==> src/rtl/cfgreg_pkg.sv <==
package cfgreg_pkg;
    localparam int DATA_W = 32;
    localparam int OP1_W  = 3;
    localparam int CRN_W  = 4;
    localparam int CRM_W  = 4;
    localparam int OP2_W  = 3;

    // Bits software may change
    localparam logic [DATA_W-1:0] WR_MASK   = 32'h33E0_FB87;
    // Bits that are tied to one
    localparam logic [DATA_W-1:0] ONE_MASK  = 32'h0005_0078;
    // Bits that are tied to zero
    localparam logic [DATA_W-1:0] ZERO_MASK = ~(WR_MASK | ONE_MASK);

    localparam int BIT_ENDIAN = 7;
    localparam int BIT_HIVEC  = 13;
    localparam int BIT_UNAL   = 22;
    localparam int BIT_EXCEND = 25;

    typedef enum logic [1:0] {
        ACC_IDLE,
        ACC_READ,
        ACC_WRITE,
        ACC_TRAP
    } acc_kind_e;
endpackage

==> src/rtl/cfgreg_decode.sv <==
module cfgreg_decode
    import cfgreg_pkg::*;
#(
    parameter logic [OP1_W-1:0] SEL_OP1 = '0,
    parameter logic [CRN_W-1:0] SEL_CRN = CRN_W'(1),
    parameter logic [CRM_W-1:0] SEL_CRM = '0,
    parameter logic [OP2_W-1:0] SEL_OP2 = '0
) (
    input  logic             valid,
    input  logic             write,
    input  logic             priv,
    input  logic [OP1_W-1:0] op1,
    input  logic [CRN_W-1:0] crn,
    input  logic [CRM_W-1:0] crm,
    input  logic [OP2_W-1:0] op2,
    output acc_kind_e        kind
);
    logic match;

    assign match = (op1 == SEL_OP1) && (crn == SEL_CRN) &&
                   (crm == SEL_CRM) && (op2 == SEL_OP2);

    always_comb begin
        if (!valid || !match)
            kind = ACC_IDLE;
        else if (!priv)
            kind = ACC_TRAP;
        else if (write)
            kind = ACC_WRITE;
        else
            kind = ACC_READ;
    end
endmodule

==> src/rtl/cfgreg_store.sv <==
module cfgreg_store
    import cfgreg_pkg::*;
(
    input  logic              clk,
    input  logic              rst_n,
    input  logic              strap_hivec,
    input  logic              strap_bigend,
    input  logic              strap_unalign,
    input  logic              wr_en,
    input  logic [DATA_W-1:0] wdata,
    output logic [DATA_W-1:0] q
);
    logic [DATA_W-1:0] rst_val;

    always_comb begin
        rst_val             = ONE_MASK;
        rst_val[BIT_HIVEC]  = strap_hivec;
        rst_val[BIT_UNAL]   = strap_unalign;
        rst_val[BIT_ENDIAN] = strap_bigend & ~strap_unalign;
        rst_val[BIT_EXCEND] = strap_bigend & strap_unalign;
    end

    always_ff @(posedge clk) begin
        if (!rst_n)
            q <= rst_val;
        else if (wr_en)
            q <= (q & ~WR_MASK) | (wdata & WR_MASK);
    end

    // bits outside the write mask never move once out of reset
    p_fixed_stable_r3: assert property (@(posedge clk) disable iff (!rst_n)
        1'b1 |=> $stable(q & ~WR_MASK))
        else $error("fixed bits changed");

    // tied bits hold their values
    p_tied_values_r4: assert property (@(posedge clk) disable iff (!rst_n)
        ((q & ZERO_MASK) == '0) && ((q & ONE_MASK) == ONE_MASK))
        else $error("tied bits wrong");

    // no write strobe, no change
    p_hold_r2: assert property (@(posedge clk) disable iff (!rst_n)
        !wr_en |=> $stable(q))
        else $error("word changed without write");
endmodule

==> src/rtl/sysctl_cfg_reg.sv <==
module sysctl_cfg_reg
    import cfgreg_pkg::*;
(
    input  logic              clk,
    input  logic              rst_n,
    input  logic              strap_hivec,
    input  logic              strap_bigend,
    input  logic              strap_unalign,
    input  logic              acc_valid,
    input  logic              acc_write,
    input  logic              acc_priv,
    input  logic [OP1_W-1:0]  acc_op1,
    input  logic [CRN_W-1:0]  acc_crn,
    input  logic [CRM_W-1:0]  acc_crm,
    input  logic [OP2_W-1:0]  acc_op2,
    input  logic [DATA_W-1:0] acc_wdata,
    output logic [DATA_W-1:0] acc_rdata,
    output logic              acc_undef,
    output logic [DATA_W-1:0] ctl_word
);
    acc_kind_e         kind;
    logic              wr_en;
    logic [DATA_W-1:0] word_q;

    cfgreg_decode i_decode (
        .valid (acc_valid),
        .write (acc_write),
        .priv  (acc_priv),
        .op1   (acc_op1),
        .crn   (acc_crn),
        .crm   (acc_crm),
        .op2   (acc_op2),
        .kind  (kind)
    );

    cfgreg_store i_store (
        .clk           (clk),
        .rst_n         (rst_n),
        .strap_hivec   (strap_hivec),
        .strap_bigend  (strap_bigend),
        .strap_unalign (strap_unalign),
        .wr_en         (wr_en),
        .wdata         (acc_wdata),
        .q             (word_q)
    );

    always_comb begin
        acc_rdata = '0;
        acc_undef = 1'b0;
        wr_en     = 1'b0;
        unique case (kind)
            ACC_IDLE:  ;
            ACC_READ:  acc_rdata = word_q;
            ACC_WRITE: wr_en     = 1'b1;
            ACC_TRAP:  acc_undef = 1'b1;
        endcase
    end

    assign ctl_word = word_q;

    // data or trap only for the decoded address
    p_select_r1: assert property (@(posedge clk) disable iff (!rst_n)
        (acc_undef || (acc_rdata != '0)) |->
            (acc_valid && acc_op1 == '0 && acc_crn == CRN_W'(1) &&
             acc_crm == '0 && acc_op2 == '0))
        else $error("response outside decoded address");

    // a trapped access leaves the word alone
    p_trap_nochange_r2: assert property (@(posedge clk) disable iff (!rst_n)
        acc_undef |=> $stable(ctl_word))
        else $error("trap changed word");

    // user mode never gets data
    p_trap_nodata_r2: assert property (@(posedge clk) disable iff (!rst_n)
        (acc_valid && !acc_priv) |-> (acc_rdata == '0))
        else $error("user read returned data");
endmodule

==> config.mk <==
export PLATFORM = sky130hd
export DESIGN_NAME = sysctl_cfg_reg
export DESIGN_NICKNAME = d
export VERILOG_FILES = /design/src/rtl/cfgreg_pkg.sv /design/src/rtl/cfgreg_decode.sv /design/src/rtl/cfgreg_store.sv /design/src/rtl/sysctl_cfg_reg.sv
export SDC_FILE = /design/constraint.sdc
export NUM_CORES = 1
export LEC_CHECK = 0
export BUFFER_PORTS_ARGS = -buffer_cell sky130_fd_sc_hd__buf_2
export CORE_UTILIZATION = 35
export CTS_BUF_LIST = sky130_fd_sc_hd__clkbuf_16
export CTS_CLUSTER_SIZE = 25
export DETAILED_ROUTE_END_ITERATION = 16
export PLACE_DENSITY = 0.89
export SYNTH_ARGS = -nofsm -noshare
export SYNTH_HDL_FRONTEND = slang
export SYNTH_SLANG_ARGS = --single-unit
export TNS_END_PERCENT = 1
==> constraint.sdc <==
create_clock -name clk -period 2.4 [get_ports clk]
set_input_delay 0.48 -clock clk [delete_from_list [all_inputs] [get_ports clk]]
set_output_delay 0.48 -clock clk [all_outputs]
set_load 0.03 [all_outputs]
Yosys cells after proc, flatten, opt, wreduce, memory -nomap -nowiden
Index checks and enable logic that the tools add are counted.
W data, S select, Z words.
- shift operators: 0
- $add $sub $neg: 0
- bitwise operators: 4
- equal/unequal tests: 5
- muxes and demuxes: 8
- div/mod/pow operators: 0
- reduce and logical (&&, ||, !) cells: 9
- $lt $le $gt $ge: 0
- multiply operators: 0
- operators with widths (kind ; count):
    $mux W26 ; 2
    $mux W32 ; 1
    $or A32 B30 Y32 ; 1
    $logic_not A3 Y1 ; 2
    $mux W2 ; 3
    $eq A2 B2 Y1 const B ; 2
    $eq A4 B1 Y1 const B ; 1
    $logic_not A4 Y1 ; 1
    $logic_and A1 B1 Y1 ; 3
    $and A1 B1 Y1 ; 2
    $eq A2 B1 Y1 const B ; 1
    $logic_not A1 Y1 ; 2
    $mux W1 ; 2
    $ne A2 B1 Y1 const B ; 1
    $logic_or A1 B1 Y1 ; 1
    $not A1 Y1 ; 1
- memory bits (read-only): 0
- RAM bits: 0
- latch bits: 0
- output and inout bits: 65
- logic and storage cells: 28
- memories: 0
- bits in registers: 32

Longest topological paths before layout
- word-level depth: 11
- gate-level depth with buffers: 5

Modules after synthesis
From an unflattened synthesis, not the netlist that was laid out.
- cell total of the unflattened synthesis: 126
- area, all modules: 1231.2 um^2
- by module, submodules not included (module ; cells an instance ; sequential area each (um^2) ; instances ; area an instance (um^2)):
    cfgreg_store ; 78 ; 400.4 ; 1 ; 839.6
    sysctl_cfg_reg ; 40 ; 0.0 ; 1 ; 324.1
    cfgreg_decode ; 8 ; 0.0 ; 1 ; 67.6

Least setup slack after synthesis
No wires, ideal clock.
- path type: input -> output
- start: input port acc_op1[2]
- end: output port acc_rdata[11]
- arrival: 1.810 ns
- stages: 5
- slack: 0.110 ns
- cells stage by stage: nor4_2 nand4_2 nor3b_4 buf_6 and2_1
- longest elaborated chain between the ends: 9
- ends and longest elaborated chain (item ; RTL line ; text):
    start, declared ; sysctl_cfg_reg.sv:12 ; input logic [OP1_W-1:0] acc_op1,
    $logic_not A3 Y1 ; cfgreg_decode.sv:20 ; assign match = (op1 == SEL_OP1) && (crn == SEL_CRN) &&
    $logic_and A1 B1 Y1 (2 in series) ; cfgreg_decode.sv:20 ;
    $logic_and A1 B1 Y1 ; cfgreg_decode.sv:21 ; (crm == SEL_CRM) && (op2 == SEL_OP2);
    $logic_not A1 Y1 ; cfgreg_decode.sv:24 ; if (!valid || !match)
    $logic_or A1 B1 Y1 ; cfgreg_decode.sv:24 ;
    $mux W2 ; cfgreg_decode.sv:24 ;
    $eq A2 B1 Y1 ; sysctl_cfg_reg.sv:51 ; unique case (kind)
    $mux W32 ; sysctl_cfg_reg.sv:51 ;
    end, declared ; sysctl_cfg_reg.sv:17 ; output logic [DATA_W-1:0] acc_rdata,
No other way between the ends.

Worst setup path after layout
- start: input port acc_op1[2]
- end: output port acc_rdata[29]
The elaborated chain is that of the path after synthesis.

==> results.md <==
- Synth Instances: 131
- R2R Setup Slk: 1800 ps
- Most frequent cell after synthesis: nand2_1
- Pint: 573 uW
- Pre-Repair DR Iteration Count: 4
- Post-route ant nets: 0
- Number of vias per cell: 4.11
- Post-synth top area share: 0.241
- Die footprint: 3560 sq um
- Routed WL: 2300 microns
- Layout cells sized above 1: 0.481
- Cts bufs inserted: 3
- Critical path required time: 1920 ps
- Most frequent cells after synthesis: 29 x nand2_1, 27 x buf_4, 19 x and2_1, 14 x dfxtp_1, 14 x mux2i_1
- Power per cell area: 476 nW/um^2
- Final Hold Violating Endpoints: 0
- Slew Limit Fails: 0
- Crit path DAT: 1780 ps
- Die W: 59.7 microns
- Clk slew on worst S/H paths: 50 ps
- Die H: 59.7 microns
- Combinational Power Share: 0.157
- Post-CTS sizing: 0
- Vias in the first global route: 862
- Async set-reset flop share out of synthesis: 0
- Fin Setup TNS: 0 ps
- Iteration-0 DRC Markers: 26
- Dpl hpwl: 1940 microns
- Crit end category: output port
- F_max: 0.442 GHz
- Post-CTS Hold Fix Bufs: 0
- CP Cell Sequence: buf_2 -> nor4_2 -> nand4_2 -> nor3b_4 -> buf_4 -> and2_1 -> buf_2
- # diodes: 0
- # IOs: 119
- CTS sink count: 18
- Wirelength per Cell: 9.04 microns
- Setup violators final: 0
- Largest fanout on the critical path: 8
- Synthesized area: 1160 sq um
- Sw Ratio: 0.248
- Critical Path Slowest Stage Cell: nor4_2
- Final #Nets: 265
- Leakage: 0.000852 uW
- Crit path buffers/inverters: 3
- Share of power burned in registers: 0.417
- Period minus WS final: 2260 ps
- Clock Skew: 0 ps
- Post-synthesis sequential area ratio: 0.344
- Synth Register Bits: 18
- Hold Crit Depth: 2
- Fin util: 0.516
- Worst-Margin Slew: 585 ps
- Gpl congestion: 0.683
- Pin count of the biggest net entering global routing: 37
- Clk buf depth: 2
- Post-synth EDFFs: 4
- Largest Register: i_store.q
- DR vias: 1045
- H-tree levels: 1
- Global-route wire length before repair: 3650 microns
- Most frequent CP cell: buf_2
- FF-to-FF path depth: 2
- Clk pwr share: 0.426
- Area growth from synthesis to layout: 37.5%
- Core Area: 3100 sq um
- Critical Path Max Stage Delay: 280 ps
- Crit path depth: 7
- Maximum VDD drop: 256 uV
- Status: finished clean
- IO Port Bufs: 82
- Area leader, netlist: dfxtp_1
- Clk_lat worst skew: 240 ps
- Max FFs per register: 18
- Slew Limit Headroom: 0.610
- Mean post-synth cell area: 8.89 sq um
- CP Launch Type: input port
- GRT overflow: 0
- CTS tree: yes
- NetSw: 189 uW
- Synth Warn #: 0
- Period utilization: 0.943
- Largest cells by area after synthesis: dfxtp_1 24%, buf_4 17%, mux2i_1 12%
- Top flop regs: i_store.q x18
- Top FF cell, synth: dfxtp_1
- Root Driver: clkbuf_16
- Starting Density: 0.375
- Delay-heaviest family, CP: simple AND/OR/NAND/NOR gates
- DRC viols: 0
- Post-synth cell types: 20
- Row count: 20
- Total Routing Usage GR: 0.134
- MaxCap Viol Count: 0
- Post-CTS setup buffers: 0
- Crit Path Category: in -> out
- Hold WC Path Type: reg -> reg
- Initial antenna violation count: 0
- Unrepaired setup endpoints after global routing: no
## logic make-up (layout without fill, tap and decap cells)
group           count (synthesis)  count (layout)  share of synthesized area
buf+inv                        33              92                      0.206
other cells                     2              22                    0.00645
simple gates                   59              59                      0.289
compound gates                  5               5                     0.0344
flops                          18              18                      0.344
mux                            14              14                      0.120
## layout make-up
cell class	instances	area, sq um
timing repair buffer	88	468
multi-input combinational	100	599
clock inverter	1	3.75
clock buffer	3	75.1
fill	311	1500
sequential	18	400
tap	44	55.1
## path summary, 6_finish.rpt
| path | startpoint | to |
|---|---|---|
| setup / recovery | acc_op1[2] | acc_rdata[29] |
| setup reg to reg | i_store.q[9] | i_store.q[9] |
| hold reg to reg | i_store.q[15] | i_store.q[15] |
| hold / removal | i_store.q[15] | i_store.q[15] |
## tightest hold or removal path, cell delays in order, from the launching register on
cell     delay (ps)
dfxtp_1         310
nand2_1          50
mux2i_1          50
## power by group through the flow
stage                     Sequential, uW  Combinational (uW)  Clock [uW]
after CTS                            318                 120         336
after detailed placement             324                 119           0
final                                318                 119         325
after floorplan                      334                95.9           0
after global routing                 318                 130         350
after global placement               324                 118           0
## stage by stage
stage	cell area, sq um	setup WS [ps]	total power [uW]	instances	hold WS [ps]
after floorplan	1240	110	430	151	589
after global placement	1520	133	442	250	450
after detailed placement	1520	104	443	250	462
after CTS	1600	106	774	254	469
after global routing	1600	5.93	798	254	485
final	1600	136	762	254	461
## cells in the final DEF (no fill, tap or decap), drive strengths merged
master	instances
nand2	29
dfxtp	14
nor3	1
mux2i	14
clkinv	1
nor3b	2
buf	88
conb	22
and2	19
edfxtp	4
o21ai	1
nor2	2
and4bb	1
nand4	1
clkbuf	3
a31o	4
nor2b	2
nor4	2
## metal layers
metal  part of all wire  track usage  vias up  routed length [microns]
met3              0.078       0.0216        0                      179
met2               0.53        0.249       49                     1210
met5                  0            0        -                        0
met4                  0       0.0399        0                        0
met1               0.39        0.157      459                      903
li1                   -            -      537                        -
Note: power is estimated with default switching activity, not from simulation.
